### src/rtl/board_ctl_pkg.sv
package board_ctl_pkg;

    localparam int          BUS_W      = 32;
    localparam logic [31:0] BOARD_ID   = 32'h0927_2011;
    localparam logic [31:0] KICK_MAGIC = 32'h0000_DEAD;

    // word indices (byte offset / 4)
    localparam logic [31:0] IDX_ID   = 32'd0;
    localparam logic [31:0] IDX_FREQ = 32'd1;
    localparam logic [31:0] IDX_LED  = 32'd2;
    localparam logic [31:0] IDX_SW   = 32'd3;
    localparam logic [31:0] IDX_KICK = 32'd4;

    typedef enum logic [2:0] {
        SEL_ID,
        SEL_FREQ,
        SEL_LED,
        SEL_SW,
        SEL_KICK,
        SEL_NONE
    } word_sel_e;

    typedef struct packed {
        logic             rd_en;
        logic             wr_en;
        word_sel_e        sel;
        logic [BUS_W-1:0] wdata;
    } bus_op_t;

    function automatic word_sel_e decode_word(input logic [31:0] idx);
        word_sel_e s;
        case (idx)
            IDX_ID:   s = SEL_ID;
            IDX_FREQ: s = SEL_FREQ;
            IDX_LED:  s = SEL_LED;
            IDX_SW:   s = SEL_SW;
            IDX_KICK: s = SEL_KICK;
            default:  s = SEL_NONE;
        endcase
        return s;
    endfunction

endpackage

### src/rtl/board_ctl_decode.sv
module board_ctl_decode
    import board_ctl_pkg::*;
#(
    parameter int ADDR_W = 16
) (
    input  logic                 req_valid,
    input  logic                 req_ready,
    input  logic                 req_write,
    input  logic [ADDR_W-1:0]    req_addr,
    input  logic [BUS_W-1:0]     req_wdata,
    output bus_op_t              op
);
    localparam int PAD_W = 32 - ADDR_W;

    logic [ADDR_W-1:0] word_idx;
    logic              accept;

    always_comb begin
        word_idx = req_addr >> 2;
        accept   = req_valid && req_ready;
        op.rd_en = accept && !req_write;
        op.wr_en = accept && req_write;
        op.sel   = decode_word({{PAD_W{1'b0}}, word_idx});
        op.wdata = req_wdata;
    end

endmodule

### src/rtl/board_ctl_sync.sv
module board_ctl_sync #(
    parameter int W      = 8,
    parameter int STAGES = 2
) (
    input  logic         clk,
    input  logic         rst,
    input  logic [W-1:0] d_async,
    output logic [W-1:0] q_sync
);
    logic [W-1:0] stg [STAGES];

    always_ff @(posedge clk) begin
        if (rst) stg[0] <= '0;
        else     stg[0] <= d_async;
    end

    for (genvar i = 1; i < STAGES; i++) begin : g_stage
        always_ff @(posedge clk) begin
            if (rst) stg[i] <= '0;
            else     stg[i] <= stg[i-1];
        end
    end

    assign q_sync = stg[STAGES-1];

endmodule

### src/rtl/board_ctl_regs.sv
module board_ctl_regs
    import board_ctl_pkg::*;
#(
    parameter int          SW_W   = 8,
    parameter logic [31:0] CLK_HZ = 32'd100_000_000
) (
    input  logic             clk,
    input  logic             rst,
    input  bus_op_t          op,
    input  logic [SW_W-1:0]  sw_sync,
    output logic [BUS_W-1:0] led_q,
    output logic             rsp_valid,
    output logic [BUS_W-1:0] rsp_rdata,
    output logic             kick_q
);
    localparam int SW_PAD = BUS_W - SW_W;

    logic [SW_W-1:0]  sw_q;
    logic [BUS_W-1:0] rd_mux;
    logic             kick_hit;

    always_comb begin
        case (op.sel)
            SEL_ID:   rd_mux = BOARD_ID;
            SEL_FREQ: rd_mux = CLK_HZ;
            SEL_LED:  rd_mux = led_q;
            SEL_SW:   rd_mux = {{SW_PAD{1'b0}}, sw_q};
            default:  rd_mux = '0;
        endcase
        kick_hit = op.wr_en && (op.sel == SEL_KICK) && (op.wdata == KICK_MAGIC);
    end

    always_ff @(posedge clk) begin
        if (rst) begin
            led_q     <= '0;
            sw_q      <= '0;
            rsp_valid <= 1'b0;
            rsp_rdata <= '0;
            kick_q    <= 1'b0;
        end else begin
            sw_q      <= sw_sync;
            rsp_valid <= op.rd_en;
            kick_q    <= kick_hit;
            if (op.rd_en)                         rsp_rdata <= rd_mux;
            if (op.wr_en && op.sel == SEL_LED)    led_q     <= op.wdata;
        end
    end

endmodule

### src/rtl/board_ctl.sv
module board_ctl
    import board_ctl_pkg::*;
#(
    parameter int          ADDR_W = 16,
    parameter int          SW_W   = 8,
    parameter logic [31:0] CLK_HZ = 32'd100_000_000
) (
    input  logic              clk,
    input  logic              rst,
    input  logic              req_valid,
    output logic              req_ready,
    input  logic              req_write,
    input  logic [ADDR_W-1:0] req_addr,
    input  logic [31:0]       req_wdata,
    output logic              rsp_valid,
    output logic [31:0]       rsp_rdata,
    input  logic [SW_W-1:0]   sw_in,
    output logic [31:0]       led_out,
    output logic              sys_rst_req
);
    bus_op_t         op;
    logic [SW_W-1:0] sw_sync;
    logic            ready_q;

    always_ff @(posedge clk) begin
        if (rst) ready_q <= 1'b0;
        else     ready_q <= 1'b1;
    end
    assign req_ready = ready_q;

    board_ctl_decode #(.ADDR_W(ADDR_W)) u_decode (
        .req_valid (req_valid),
        .req_ready (ready_q),
        .req_write (req_write),
        .req_addr  (req_addr),
        .req_wdata (req_wdata),
        .op        (op)
    );

    board_ctl_sync #(.W(SW_W), .STAGES(2)) u_sync (
        .clk     (clk),
        .rst     (rst),
        .d_async (sw_in),
        .q_sync  (sw_sync)
    );

    board_ctl_regs #(.SW_W(SW_W), .CLK_HZ(CLK_HZ)) u_regs (
        .clk       (clk),
        .rst       (rst),
        .op        (op),
        .sw_sync   (sw_sync),
        .led_q     (led_out),
        .rsp_valid (rsp_valid),
        .rsp_rdata (rsp_rdata),
        .kick_q    (sys_rst_req)
    );

endmodule

### config.mk
export PLATFORM = sky130hd
export DESIGN_NAME = board_ctl
export DESIGN_NICKNAME = d
export VERILOG_FILES = /design/src/rtl/board_ctl_pkg.sv /design/src/rtl/board_ctl_decode.sv /design/src/rtl/board_ctl_sync.sv /design/src/rtl/board_ctl_regs.sv /design/src/rtl/board_ctl.sv
export SDC_FILE = /design/constraint.sdc
export NUM_CORES = 1
export LEC_CHECK = 0
export CORE_AREA = 2 2 89 91
export DETAILED_ROUTE_END_ITERATION = 7
export DIE_AREA = 0 0 91 93
export DONT_BUFFER_PORTS = 1
export GPL_TIMING_DRIVEN = 0
export PLACE_DENSITY = 0.67
export SETUP_SLACK_MARGIN = 0.02
export SYNTH_ARGS = -nofsm -noshare
export SYNTH_HDL_FRONTEND = slang
export SYNTH_SLANG_ARGS = --single-unit
### constraint.sdc
create_clock -name clk -period 2.8 [get_ports clk]
set_clock_uncertainty 0.1 [all_clocks]
set_input_delay 0.42 -clock clk [delete_from_list [all_inputs] [get_ports clk]]
set_output_delay 0.42 -clock clk [all_outputs]
set_load 0.005 [all_outputs]
==> qor.yml <==
outcome:
  status: "complete, no violations"
grt:
  antenna_found_initial: 0
  busiest_layer: "met2"
  met2_usage_pct: 32.72
  use_met3_pct: 9.106
  met1_usage_pct: 28.00
  grt_pass1_vias: 2637
  grt_max_degree: 19
  gr-total-overflow: 0
  grt.total_usage_pct: 21.73
  grt_pass1_wl_mm: 14.27
detailed_routing:
  drt_wl_total_mm: 9.042
  avgViaCountPerCell: 5.447
  postRouteAntennaNets: 0
  num_vias: 2707
  first_pass_iters: 4
  drc: 0
  drt_iter0_drc: 136
  wl_per_cell_um: 18.19
worst_setup_path:
  regToRegSetupSlack_ns: 0.85
  critPathArrivalTime_ns: 2.08
  critPathLaunchType: "flop"
  worst_ep_required_time_ns: 2.93
  slowest_delay_ns: 0.41
  timing.rr.end: "u_regs.rsp_rdata[24]"
  r2r-start: "req_ready"
  cpMaxStageDelayCell: "clkbuf_1"
  crit_fanout: 10
  cp-end-kind: "flop"
  rr_worst_depth: 6
  worst_path_most_repeated_cell: "a21oi_1"
  crit_chain: "nand3b_1 > clkbuf_1 > buf_1 > a21oi_1 > a21oi_1 > nor3_1"
  path_class: "reg2reg"
finish:
  area_delta_synth_final_pct: 9.717
  layout_common_cells: "nand2_1 (95), dfxtp_1 (91), mux2i_1 (32)"
  antenna_cells: 0
  drive_above_1_share_pct: 7.595
  multi_input_area_mm2: 0.001546
  fillers: 746
  layout_commonest_cell: "nand2_1"
  final-seq-area_mm2: 0.001822
  nNetsFinal: 450
worst_hold_path:
  whs_path_depth: 1
  hp-class: "in2reg"
  hold_end: "u_sync.stg[0][7]"
  min_from: "sw_in[7]"
yosys:
  yosysSeqAreaShare_pct: 52.21
  synth_area_per_cell_um2: 9.207
  ys.flop_type: "dfxtp_1"
  syn-num-nets: 439
  ys_warn_count: 0
  synth_cells: 379
  synth_area_mm2: 0.003490
  async_reset_ff_share_pct: 0
  synth-seq-cells: 91
  ys_types: 34
  synth_edf_count: 0
cts:
  clk_pin_slew_ns: 0.10
  post_cts_buffers: 0
  cts_tree: "done"
  cts_buffers: 9
  cts_hold_buf: 0
  cts_buffer_depth: 2
  clkSinkCount: 91
  cts-htree-levels: 3
  cts_resized: 0
  insertion_delay_ns: 0.36
  root_buffer: "clkbuf_8"
sta:
  grt_setup_unrepaired: "false"
  finalHoldViolCount: 0
  finalCritPeriodShare_pct: 69.78
  setup_viol: 0
  fin_crit_ns: 1.954
  fmax_mhz: 511.8
  tightestPinTransition_ns: 0.6770
  whs_ns: 0.08050
  slew_violations: 0
  tns_ns: 0
  relSlewSlack_pct: 54.49
flow_run:
  drv_cap: 0
power:
  ir_drop_mv: 0.4463
  power_density_mw_per_mm2: 618.7
  power_uw: 2369
  p_leak_uw: 0.001302
floorplan:
  die_area_mm2: 0.008463
  coreArea_mm2: 0.007527
  io_pins: 127
  rows: 32
  die_h_um: 93
  fp.dieW_um: 91
  start_util_pct: 46.36
placement:
  dp.final_hpwl_mm: 6.893
  gp_congestion: 0.9091
  io_buffers: 0
routing by layer:
metal  share of wire, %  vias to the layer above
li1                   -                     1322
met1                 42                     1248
met2                 44                      123
met3                 12                       14
met4                2.3                        0
met5                  0                        -
cell families after synthesis:
family	share of synthesized area [%]
DFF	52.21
buffers and inverters	3.478
and+or+nand+nor	25.21
muxes	11.12
AOI/OAI and AO/OA	7.996
metrics by stage:
| step | util [%] | worst slack (ns) | area, um^2 | std cells |
|---|---|---|---|---|
| final | 50.86 | 0.8460 | 3829 | 497 |
| after global routing | 50.86 | 0.6252 | 3829 | 497 |
| after CTS | 50.86 | 0.8628 | 3829 | 497 |
| after detailed placement | 48.06 | 0.6455 | 3617 | 481 |
| after global placement | 48.06 | 0.7141 | 3617 | 481 |
| after floorplan | - | 0.9269 | 3490 | 379 |
registers in the layout, summed over array words and instances (netlist names):
signal	cells
req_ready	1
u_regs.led_q	32
u_regs.rsp_rdata	32
u_regs.kick_q	1
u_regs.rsp_valid	1
u_regs.sw_q	8
u_sync.stg	16
power breakdown:
| group | switching, uW | internal (uW) |
|---|---|---|
| combinational | 72.1 | 33.9 |
| sequential | 5.58 | 1310 |
| clock | 511 | 436 |
synth_stat cells, types with 5 or more instances:
cell type	count	share of area, %
nand2_1	95	10
dfxtp_1	91	52
mux2i_1	32	9.2
a21oi_1	29	4.2
nor2b_1	26	4.7
clkbuf_1	16	1.7
or4_1	9	1.9
nand2b_1	7	1.3
nor3_1	7	1.0
o21ai_1	7	1.0
a22o_1	6	1.5
mux2_2	6	1.9
nor2_1	6	0.65
buf_1	5	0.54
area by class of cell:
type,count,share of cell area [%]
plain buffers,25,2.778
clock buffers,9,3.235
clock inverters,7,2.288
inverters,4,0.3922
multi-input cells,259,40.39
flip-flops and latches,91,47.58
well taps,102,3.333
how the worst max path moves through the flow:
stage | startpoint | endpoint | slack (ns) | cells past startpoint
after floorplan | req_addr[13] | u_regs.rsp_rdata[9] | 0.93 | 5
after global placement | req_addr[13] | u_regs.led_q[15] | 0.71 | 5
after detailed placement | req_addr[13] | u_regs.led_q[5] | 0.65 | 5
after CTS | req_ready | u_regs.rsp_rdata[24] | 0.86 | 6
after global routing | req_ready | u_regs.rsp_rdata[24] | 0.63 | 6
final | req_ready | u_regs.rsp_rdata[24] | 0.85 | 6
critical path, delay by kind of cell, from the launching register on:
family	cells	cell delay (ns)
compound gates	2	0.22
simple gates	2	0.34
buf+inv	2	0.81
flops	1	0.35
No activity file was read; power rests on OpenSTA's default activity.
